File: config.mk
export PLATFORM = sky130hd
export DESIGN_NAME = gbe_an_ctrl
export DESIGN_NICKNAME = d
export VERILOG_FILES = /design/src/rtl/gbe_an_pkg.sv /design/src/rtl/gbe_an_err_decode.sv /design/src/rtl/gbe_an_link_timer.sv /design/src/rtl/gbe_an_cfg_rx.sv /design/src/rtl/gbe_an_ctrl.sv
export SDC_FILE = /design/constraint.sdc
export NUM_CORES = 1
export LEC_CHECK = 0
export CAP_MARGIN = 15
export CORE_UTILIZATION = 39
export CTS_BUF_LIST = sky130_fd_sc_hd__clkbuf_4
export CTS_CLUSTER_SIZE = 28
export DETAILED_ROUTE_END_ITERATION = 10
export GPL_TIMING_DRIVEN = 0
export SETUP_SLACK_MARGIN = 0.3
export SLEW_MARGIN = 20
export SYNTH_ARGS = -nofsm -noshare
export SYNTH_HDL_FRONTEND = slang
export SYNTH_SLANG_ARGS = --single-unit
File: constraint.sdc
create_clock -name clk -period 6.9 [get_ports clk]
set_input_delay 0.69 -clock clk [delete_from_list [all_inputs] [get_ports clk]]
set_output_delay 0.69 -clock clk [all_outputs]
set_load 0.01 [all_outputs]
File: src/rtl/gbe_an_pkg.sv
package gbe_an_pkg;
    typedef enum logic [2:0] {
        ST_OFF, ST_RESTART, ST_ABIL, ST_ACK, ST_CPL, ST_LINK
    } an_state_e;

    typedef enum logic [1:0] {
        PH_HUNT, PH_MARK, PH_LO, PH_HI
    } rx_phase_e;

    localparam logic [7:0] K_COMMA  = 8'hBC;
    localparam logic [7:0] D_MARK_A = 8'hB5;
    localparam logic [7:0] D_MARK_B = 8'h42;
    localparam int         ACK_BIT  = 14;
endpackage

File: src/rtl/gbe_an_err_decode.sv
module gbe_an_err_decode (
    input  logic mode_dec,
    input  logic even_in,
    input  logic cv_in,
    input  logic disp_in,
    output logic byte_err
);
    always_comb begin
        if (mode_dec) begin
            case ({even_in, cv_in, disp_in})
                3'b100:  byte_err = 1'b1;  // coding violation
                3'b111:  byte_err = 1'b1;  // disparity error
                default: byte_err = 1'b0;
            endcase
        end else begin
            byte_err = cv_in | disp_in;
        end
    end
endmodule

File: src/rtl/gbe_an_link_timer.sv
module gbe_an_link_timer #(
    parameter int LONG_TICKS  = 1250000,
    parameter int SHORT_TICKS = 64
) (
    input  logic clk,
    input  logic rst_n,
    input  logic clr,
    input  logic fast,
    output logic expired
);
    localparam int W = $clog2(LONG_TICKS + 1);
    localparam logic [W-1:0] LONG_LIM  = W'(LONG_TICKS - 1);
    localparam logic [W-1:0] SHORT_LIM = W'(SHORT_TICKS - 1);

    logic [W-1:0] cnt_d, cnt_q;
    logic [W-1:0] limit;

    always_comb begin
        limit = fast ? SHORT_LIM : LONG_LIM;
        cnt_d = cnt_q;
        if (clr)                cnt_d = '0;
        else if (cnt_q < limit) cnt_d = cnt_q + 1'b1;
    end

    assign expired = (cnt_q >= limit);

    always_ff @(posedge clk or negedge rst_n) begin
        if (!rst_n) cnt_q <= '0;
        else        cnt_q <= cnt_d;
    end

    // once expired the timer stays expired until cleared or slowed
    assert_timer_hold_R4: assert property (@(posedge clk) disable iff (!rst_n)
        (expired && !clr) |=> (expired || $fell(fast)));
endmodule

File: src/rtl/gbe_an_cfg_rx.sv
module gbe_an_cfg_rx
    import gbe_an_pkg::*;
(
    input  logic        clk,
    input  logic        rst_n,
    input  logic        clr,
    input  logic [7:0]  rx_byte,
    input  logic        rx_is_k,
    input  logic        byte_err,
    output logic        word_vld,
    output logic [15:0] word
);
    typedef struct packed {
        rx_phase_e   phase;
        logic [7:0]  lo;
        logic [15:0] word;
        logic        vld;
    } rx_regs_t;

    rx_regs_t d, q;

    always_comb begin
        d     = q;
        d.vld = 1'b0;
        if (clr || byte_err) begin
            d.phase = PH_HUNT;
        end else if (rx_is_k && rx_byte == K_COMMA) begin
            d.phase = PH_MARK;
        end else begin
            case (q.phase)
                PH_MARK: d.phase = (!rx_is_k && (rx_byte == D_MARK_A || rx_byte == D_MARK_B))
                                   ? PH_LO : PH_HUNT;
                PH_LO: begin
                    d.phase = rx_is_k ? PH_HUNT : PH_HI;
                    d.lo    = rx_byte;
                end
                PH_HI: begin
                    d.phase = PH_HUNT;
                    if (!rx_is_k) begin
                        d.word = {rx_byte, q.lo};
                        d.vld  = 1'b1;
                    end
                end
                default: d.phase = PH_HUNT;
            endcase
        end
    end

    always_ff @(posedge clk or negedge rst_n) begin
        if (!rst_n) q <= '{phase: PH_HUNT, lo: '0, word: '0, vld: 1'b0};
        else        q <= d;
    end

    assign word_vld = q.vld;
    assign word     = q.word;

    // an errored byte never completes a word
    assert_err_drop_R9: assert property (@(posedge clk) disable iff (!rst_n)
        byte_err |=> !word_vld);
endmodule

File: src/rtl/gbe_an_ctrl.sv
module gbe_an_ctrl
    import gbe_an_pkg::*;
#(
    parameter int LONG_TICKS  = 1250000,
    parameter int SHORT_TICKS = 64
) (
    input  logic        clk,
    input  logic        rst_n,
    input  logic        main_rst,
    input  logic        an_en,
    input  logic        an_restart,
    input  logic        dbg_fast_timer,
    input  logic        sig_ok,
    input  logic [7:0]  rx_byte,
    input  logic        rx_is_k,
    input  logic        err_mode_sel,
    input  logic        rx_even_in,
    input  logic        rx_cv_in,
    input  logic        rx_disp_in,
    input  logic [15:0] local_ability,
    output logic [15:0] tx_cfg_word,
    output logic [15:0] partner_ability,
    output logic        an_busy,
    output logic        page_got,
    output logic        an_done
);
    localparam logic [15:0] ACK_MASK = 16'(1) << ACK_BIT;

    typedef struct packed {
        an_state_e   state;
        logic [15:0] last;
        logic [1:0]  cnt;
        logic [15:0] partner;
    } an_regs_t;

    an_regs_t d, q;
    an_state_e state_q;

    logic        byte_err, word_vld, tmr_exp, tmr_clr;
    logic [15:0] word, word_m;
    logic        ability_match, ack_match, zero_rx, active;

    gbe_an_err_decode u_err (
        .mode_dec (err_mode_sel),
        .even_in  (rx_even_in),
        .cv_in    (rx_cv_in),
        .disp_in  (rx_disp_in),
        .byte_err (byte_err)
    );

    gbe_an_cfg_rx u_rx (
        .clk      (clk),
        .rst_n    (rst_n),
        .clr      (main_rst),
        .rx_byte  (rx_byte),
        .rx_is_k  (rx_is_k),
        .byte_err (byte_err),
        .word_vld (word_vld),
        .word     (word)
    );

    gbe_an_link_timer #(
        .LONG_TICKS  (LONG_TICKS),
        .SHORT_TICKS (SHORT_TICKS)
    ) u_tmr (
        .clk     (clk),
        .rst_n   (rst_n),
        .clr     (tmr_clr),
        .fast    (dbg_fast_timer),
        .expired (tmr_exp)
    );

    always_comb begin
        word_m        = word & ~ACK_MASK;
        ability_match = word_vld && (word_m != '0) && (word_m == q.last) && (q.cnt >= 2'd2);
        ack_match     = word_vld && word[ACK_BIT] && (word_m == (q.partner & ~ACK_MASK));
        zero_rx       = word_vld && (word == '0);
        active        = (q.state == ST_ABIL) || (q.state == ST_ACK) ||
                        (q.state == ST_CPL)  || (q.state == ST_LINK);

        d = q;
        if (word_vld) begin
            d.last = word_m;
            if (word_m == '0)         d.cnt = 2'd0;
            else if (word_m == q.last) d.cnt = (q.cnt == 2'd3) ? 2'd3 : q.cnt + 2'd1;
            else                      d.cnt = 2'd1;
        end

        case (q.state)
            ST_OFF:     d.state = ST_RESTART;
            ST_RESTART: if (tmr_exp) d.state = ST_ABIL;
            ST_ABIL: if (ability_match) begin
                d.state   = ST_ACK;
                d.partner = word;
            end
            ST_ACK:  if (ack_match) d.state = ST_CPL;
            ST_CPL:  if (tmr_exp)   d.state = ST_LINK;
            default: d.state = q.state;
        endcase

        if (active && zero_rx)     d.state = ST_RESTART;
        if (an_restart || !sig_ok) d.state = ST_RESTART;
        if (!an_en)                d.state = ST_OFF;

        if (d.state == ST_RESTART || d.state == ST_OFF) begin
            d.cnt  = 2'd0;
            d.last = '0;
        end

        if (main_rst) d = '{state: ST_OFF, last: '0, cnt: 2'd0, partner: '0};

        tmr_clr = main_rst || an_restart || (d.state != q.state);
    end

    always_ff @(posedge clk or negedge rst_n) begin
        if (!rst_n) q <= '{state: ST_OFF, last: '0, cnt: 2'd0, partner: '0};
        else        q <= d;
    end

    assign state_q = q.state;

    always_comb begin
        case (q.state)
            ST_ABIL:        tx_cfg_word = local_ability & ~ACK_MASK;
            ST_ACK, ST_CPL: tx_cfg_word = local_ability | ACK_MASK;
            default:        tx_cfg_word = '0;
        endcase
    end

    assign partner_ability = q.partner;
    assign an_busy  = (q.state == ST_RESTART) || (q.state == ST_ABIL) ||
                      (q.state == ST_ACK)     || (q.state == ST_CPL);
    assign page_got = (q.state == ST_CPL);
    assign an_done  = (q.state == ST_LINK);

    // disabled controller is quiet
    assert_en_off_R2: assert property (@(posedge clk) disable iff (!rst_n || main_rst)
        !an_en |=> (!an_busy && !an_done));
    // no completion without a receive signal
    assert_sig_loss_R11: assert property (@(posedge clk) disable iff (!rst_n || main_rst)
        !sig_ok |=> !an_done);
    // acknowledge-complete is only entered from acknowledge detect
    assert_page_entry_R7: assert property (@(posedge clk) disable iff (!rst_n || main_rst)
        $rose(page_got) |-> ($past(state_q) == ST_ACK));
    // completion follows the acknowledge-complete state
    assert_done_entry_R8: assert property (@(posedge clk) disable iff (!rst_n || main_rst)
        $rose(an_done) |-> $past(page_got));
    // leaving ability detect always leaves a nonzero partner word
    assert_capture_R6: assert property (@(posedge clk) disable iff (!rst_n || main_rst)
        (state_q == ST_ACK && $past(state_q) == ST_ABIL) |-> (partner_ability != '0));
    // restart request sends the zero word next cycle
    assert_restart_R12: assert property (@(posedge clk) disable iff (!rst_n || main_rst)
        (an_en && an_restart) |=> (tx_cfg_word == '0));
endmodule

==> flow_metrics.env, run 1 <==
export IMPL_yosysWarnings=0
export IMPL_grt_start_max_net_pins=54
export IMPL_fmax_mhz=302
export IMPL_dpl_cell_count=708
export IMPL_maxSlewHeadroom=0.543
export IMPL_routabilityCongestion=0.811
export IMPL_die_w_um=115
export IMPL_synthDistinctLibCells=58
export IMPL_grt_pass1_vias=3710
export IMPL_synth_top_cell_by_area="dfrtp_1"
export IMPL_worstHoldPathType="in -> async"
export IMPL_p_switching_uw=236
export IMPL_worstPathMaxFanout=10
export IMPL_syn_cell_area_um2=4980
export IMPL_ff2ff_path_depth=9
export IMPL_syn_area_per_cell_um2=10.6
export IMPL_cts_root_buffer="clkbuf_4"
export IMPL_synth_area_top_cells="dfrtp_1 42%, mux2_2 5.4%, nor3_2 5.2%"
export IMPL_drt_iter0_drc=241
export IMPL_hold_buffers=0
export IMPL_ys_seq_elements=84
export IMPL_port_buffers=68
export IMPL_cts_buffers=9
export IMPL_layout_drive_gt1_share=0.207
export IMPL_worst_setup_path_start_kind="input port"
export IMPL_min_period_ns=3.31
export IMPL_die_h_um=115
export IMPL_cts_tree="done"
export IMPL_grt_pass1_wl_mm=19.1
export IMPL_tns_ns=0
export IMPL_grt_overflow_total=0
export IMPL_worstPathArrival_ns=3.66
export IMPL_post_cts_resize_count=0
export IMPL_rows=40
export IMPL_drc=0
export IMPL_critPathRequiredTime_ns=7.25
export IMPL_area_growth_pct=20.9
export IMPL_clk_latency_ns=0.47
export IMPL_async_flop_share=1.00
export IMPL_avgRoutedWirePerCell_um=15.8
export IMPL_drt_wl_total_mm=11.5
export IMPL_combPwrFrac=0.080
export IMPL_ios=71
export IMPL_power_density_nw_per_um2=139
export IMPL_synthFlopType="dfrtp_1"
export IMPL_drv_slew=0
export IMPL_synthTopCellsByCount="84 x dfrtp_1, 48 x nor2_1, 28 x xor2_1"
export IMPL_cap_viol_max_count=0
export IMPL_grt_usage=0.189
export IMPL_core_um2=12200
export IMPL_grt_setup_unrepaired="no"
export IMPL_critPathKind="in -> reg"
export IMPL_yosysMostFrequentCell="dfrtp_1"
export IMPL_initial_utilization=0.408
export IMPL_ir_worst_vdd_uv=111
export IMPL_nets=600
export IMPL_yosysSeqAreaShare=0.422
export IMPL_status="finished, final reports clean"
export IMPL_clockPowerShare=0.331
export IMPL_hold_viol_final=0
export IMPL_cts_htree_levels=3
export IMPL_pwr_share_seq=0.590
export IMPL_postCtsSetupBuffers=0
export IMPL_via_per_inst=5.17
export IMPL_diodes=0
export IMPL_p_leak_uw=0.00256
export IMPL_fin_cells=724
export IMPL_worst_pin_slew_ns=0.682
export IMPL_final_antenna_net_count=0
export IMPL_dr_pass1_iters=4
export IMPL_intPower_uw=603
export IMPL_cts_sinks=84
export IMPL_swShare=0.281
export IMPL_yosysTopAreaCellShare=0.422
export IMPL_end_kind="register"
export IMPL_antenna_found_initial=0
export IMPL_path_clk_slew_ns=0.16
export IMPL_synth_cells=471
export IMPL_fin_crit_sh=0.479
export IMPL_die_area_um2=13200
export IMPL_clock_skew_ns=0.0219
export IMPL_clk_path_buf_depth=2
export IMPL_dp_hpwl_mm=8.33
export IMPL_num_vias=3743
export IMPL_syn_num_nets=520
export IMPL_setup_viol=0
export IMPL_synth_edf_count=0
cells by family after synthesis:
kind of cell	Yosys count	synth area share
compound gates	49	0.0772
xor+xnor	52	0.0915
mux	41	0.0885
buf+inv	47	0.0568
flops	84	0.422
fa+ha+maj	13	0.0327
simple gates	185	0.231
cell usage in the layout (no fill, tap or decap), types with 2 or more instances in the layout:
| cell | count |
|---|---|
| dfrtp_1 | 84 |
| clkdlybuf4s50_1 | 67 |
| nor2_1 | 48 |
| xor2_1 | 28 |
| nor3_2 | 26 |
| xnor2_1 | 24 |
| mux2_2 | 24 |
| buf_4 | 19 |
| nand2_1 | 19 |
| nor2b_1 | 17 |
| mux2i_1 | 17 |
| a22oi_1 | 16 |
| nor4_1 | 14 |
| ha_1 | 13 |
| inv_1 | 11 |
| nor3_1 | 11 |
| clkbuf_1 | 9 |
| nand3_1 | 9 |
| clkbuf_4 | 9 |
| nand4_1 | 6 |
| a21oi_1 | 6 |
| buf_2 | 5 |
| and3_1 | 5 |
| inv_6 | 5 |
| nand2b_1 | 4 |
| nor3b_1 | 4 |
| a211oi_1 | 3 |
| nor4b_1 | 3 |
| buf_6 | 3 |
| o21ai_0 | 3 |
| o21ai_1 | 3 |
| nor3b_2 | 3 |
| a21o_1 | 2 |
| or2b_2 | 2 |
| o211ai_2 | 2 |
| o31ai_1 | 2 |
| a2111oi_0 | 2 |
| nand4b_1 | 2 |
state kept, by name, summed over array words and instances (netlist names):
| register | count |
|---|---|
| partner_ability | 16 |
| q | 17 |
| state_q | 3 |
| u_rx.q | 10 |
| u_rx.word | 16 |
| u_rx.word_vld | 1 |
| u_tmr.cnt_q | 21 |
through the flow:
| stage | total power, uW | instance area [um2] | util | hold WS, ns | setup slack [ns] |
|---|---|---|---|---|---|
| final | 838 | 6020 | 0.493 | 0.152 | 3.59 |
| after global routing | 880 | 6020 | 0.493 | 0.138 | 3.40 |
| after CTS | 851 | 6020 | 0.493 | 0.131 | 3.58 |
| after detailed placement | 571 | 5890 | 0.483 | 0.490 | 3.12 |
| after global placement | 569 | 5870 | 0.481 | 0.485 | 1.95 |
| after floorplan | 529 | 4980 | - | 0.394 | 4.22 |
power groups by stage:
stage / logic [uW] / clock network [uW] / registers (uW)
after floorplan: 25.6 / 0 / 503
after global placement: 64.9 / 0 / 504
after detailed placement: 67.7 / 0 / 504
after CTS: 67.9 / 288 / 494
after global routing: 73.7 / 312 / 495
final: 66.7 / 277 / 494
routing by layer:
| metal | wire length, um | up-vias | global-route usage |
|---|---|---|---|
| met1 | 5540 | 1845 | 0.257 |
| li1 | - | 1811 | - |
| met5 | 0 | - | 0 |
| met3 | 425 | 13 | 0.0416 |
| met4 | 189 | 0 | 0.0684 |
| met2 | 5300 | 74 | 0.295 |
critical path, cell delays in order:
cell and delay (ns):
clkdlybuf4s50_1 0.67, ha_1 0.32, a211oi_1 0.27, a21oi_1 0.12, o21ai_1 0.35, a31oi_4 0.16
nor3_2 0.54, clkbuf_1 0.42, nor2_1 0.11
layout make-up:
type / count / area [um2]
inverter: 11 / 41.3
timing repair buffer: 69 / 706
fill: 1208 / 6190
tap: 168 / 210
clock inverter: 7 / 56.3
sequential: 84 / 2100
multi-input combinational: 340 / 2590
clock buffer: 9 / 67.6
buffer: 36 / 241
path summary, 6_finish.rpt:
| check | end | slack (ns) | startpoint |
|---|---|---|---|
| max in group asynchronous | u_tmr.cnt_q[14] | 6.13 | rst_n |
| setup / recovery | q[27] | 3.59 | dbg_fast_timer |
| hold reg to reg | u_rx.q[17] | 0.52 | u_rx.q[17] |
| hold / removal | u_rx.q[24] | 0.15 | rst_n |
| min in group clk | u_rx.q[17] | 0.52 | u_rx.q[17] |
| setup reg to reg | u_tmr.cnt_q[15] | 3.99 | u_rx.word[2] |
(Power assumes the default switching activity.)
==> inputs of run 2 (changes only) <==
==> constraint.sdc (replaced) <==
create_clock -name clk -period 3.1 [get_ports clk]
set_input_delay 0.31 -clock clk [delete_from_list [all_inputs] [get_ports clk]]
set_output_delay 0.31 -clock clk [all_outputs]
set_load 0.01 [all_outputs]
==> run 2 against run 1 <==
Against the previous run:
- cell area grew 1.4%
- critical endpoint is now u_tmr.cnt_q[15]
- first-iteration DRC count grew 1.2%
- sequential share of layout area shrank 0.49 points
- wire length grew 0.31%
- utilization grew 0.70 points
==> flow_metrics.env, run 2 (synthesized netlist as in run 1, its figures left out) <==
export IMPL_clk_latency_ns=0.47
export IMPL_grt_setup_unrepaired="yes"
export IMPL_crit_chain="ha_1 > or4b_1 > nor3_2 > o211ai_2 > a31oi_4 > nand4_2 > a22oi_2 > buf_6 > nor3_2"
export IMPL_fmax_mhz=378
export IMPL_grt_overflow_total=0
export IMPL_status="finished, final reports clean"
export IMPL_p_leak_uw=0.00278
export IMPL_clk_path_buf_depth=2
export IMPL_clockPowerShare=0.330
export IMPL_worst_setup_path_start_kind="register"
export IMPL_intPower_uw=1340
export IMPL_top_register="u_tmr.cnt_q"
export IMPL_die_h_um=115
export IMPL_grt_pass1_vias=3720
export IMPL_final_antenna_net_count=0
export IMPL_worstPathArrival_ns=3.00
export IMPL_cpPeakStageDelay_ns=0.47
export IMPL_port_buffers=68
export IMPL_p_switching_uw=525
export IMPL_multi_input_area_um2=2610
export IMPL_die_w_um=115
export IMPL_cts_buffers=9
export IMPL_clock_skew_ns=0.0225
export IMPL_area_growth_pct=22.6
export IMPL_grt_usage=0.189
export IMPL_dpl_cell_count=708
export IMPL_layout_common_cells="84 x dfrtp_1, 56 x clkdlybuf4s50_1, 46 x nor2_1"
export IMPL_critPathKind="reg -> reg"
export IMPL_layout_drive_gt1_share=0.221
export IMPL_path_clk_slew_ns=0.16
export IMPL_diodes=0
export IMPL_pwr_share_seq=0.589
export IMPL_fillers=1203
export IMPL_drt_wl_total_mm=11.5
export IMPL_drv_slew=0
export IMPL_num_vias=3768
export IMPL_ir_worst_vdd_uv=245
export IMPL_initial_utilization=0.408
export IMPL_power_total_uw=1870
export IMPL_grt_start_max_net_pins=54
export IMPL_dp_hpwl_mm=8.33
export IMPL_ff_latch_area_um2=2100
export IMPL_worstHoldPathType="in -> async"
export IMPL_crit_path_frequent_cell="nor3_2"
export IMPL_die_area_um2=13200
export IMPL_final_common_cell="dfrtp_1"
export IMPL_drt_iter0_drc=244
export IMPL_antenna_found_initial=0
export IMPL_dr_pass1_iters=4
export IMPL_worstPathMaxFanout=10
export IMPL_fin_crit_sh=0.854
export IMPL_critical_path_top_delay_family="simple AND/OR/NAND/NOR gates"
export IMPL_r2r_slack_ns=0.45
export IMPL_critPathRequiredTime_ns=3.45
export IMPL_core_um2=12200
export IMPL_swShare=0.281
export IMPL_nets=604
export IMPL_hold_viol_final=0
export IMPL_min_period_ns=2.65
export IMPL_maxSlewHeadroom=0.545
export IMPL_via_per_inst=5.18
export IMPL_critPathSlowestCell="dfrtp_1"
export IMPL_routabilityCongestion=0.811
export IMPL_cts_sinks=84
export IMPL_reg_largest_list="u_tmr.cnt_q: 21 flops, q: 17 flops"
export IMPL_cts_tree="done"
export IMPL_setup_viol=0
export IMPL_critPathBufInv=1
export IMPL_worst_pin_slew_ns=0.679
export IMPL_cap_viol_max_count=0
export IMPL_cts_root_buffer="clkbuf_4"
export IMPL_combPwrFrac=0.081
export IMPL_drc=0
export IMPL_power_density_nw_per_um2=306
export IMPL_ios=71
export IMPL_largest_reg_flops=21
export IMPL_avgRoutedWirePerCell_um=15.8
export IMPL_fin_cells=728
export IMPL_grt_pass1_wl_mm=19.1
export IMPL_cts_htree_levels=3
export IMPL_end_kind="register"
export IMPL_rows=40
-- run 2: cell count changes in the layout (fill, tap and decap cells not counted), sizes merged --
cell           before  now
buf                28   31
clkdlybuf4s50      67   56
dlygate4sd2         0    1
dlygate4sd3         0    1
dlymetal6s2s        0   10
-- run 2: what timing repair did --
item,4_1_cts,5_1_grt
setup endpoints to repair,40,40
hold endpoints to repair,31,0
resized for setup,7,16
buffers inserted,2,1
hold buffers,1,0
pin swaps,2,1
-- run 2: final timing paths --
check / end / from / cells past startpoint
worst max-delay path: u_tmr.cnt_q[15] / u_tmr.cnt_q[5] / 9
max in group asynchronous: u_tmr.cnt_q[14] / rst_n / 3
min in group clk: partner_ability[1] / main_rst / 2
worst min-delay path: u_rx.q[24] / rst_n / 2
worst max register to register: u_tmr.cnt_q[15] / u_tmr.cnt_q[5] / 9
worst min register to register: u_rx.q[17] / u_rx.q[17] / 1
-- run 2: area by class of cell --
type                       count  area share
buffer                        36      0.0414
clock inverter                 7     0.00923
multi-input combinational    340       0.428
timing repair buffer          73       0.125
clock buffer                   9      0.0111
tap                          168      0.0344
sequential                    84       0.344
inverter                      11     0.00677
-- run 2: routing by layer --
| layer | global-route usage | wire (um) | vias up |
|---|---|---|---|
| met4 | 0.0684 | 155 | 0 |
| met1 | 0.256 | 5510 | 1860 |
| met3 | 0.0427 | 428 | 10 |
| met5 | 0 | 0 | - |
| met2 | 0.296 | 5400 | 76 |
| li1 | - | - | 1822 |
-- run 2: metrics by stage --
| stage | instance area [um2] | hold slack (ns) | util | setup WS [ns] | setup TNS, ns |
|---|---|---|---|---|---|
| 6_report | 6100 | 0.317 | 0.500 | 0.452 | 0 |
| 5_1_grt | 6100 | 0.304 | 0.500 | 0.268 | 0 |
| 4_1_cts | 6060 | 0.293 | 0.496 | 0.333 | 0 |
| 3_5_place_dp | 5890 | 0.295 | 0.483 | -0.304 | -7.50 |
| 3_3_place_gp | 5870 | 0.485 | 0.481 | -1.47 | -129.90 |
| 2_1_floorplan | 4980 | 0.0144 | - | 0.732 | 0 |
-- run 2: power groups by stage --
| stage | logic (uW) | clock network, uW | registers [uW] |
|---|---|---|---|
| 2_1_floorplan | 56.9 | 0 | 1120 |
| 3_3_place_gp | 144 | 0 | 1120 |
| 3_5_place_dp | 151 | 0 | 1120 |
| 4_1_cts | 153 | 642 | 1100 |
| 5_1_grt | 167 | 694 | 1100 |
| 6_report | 151 | 617 | 1100 |
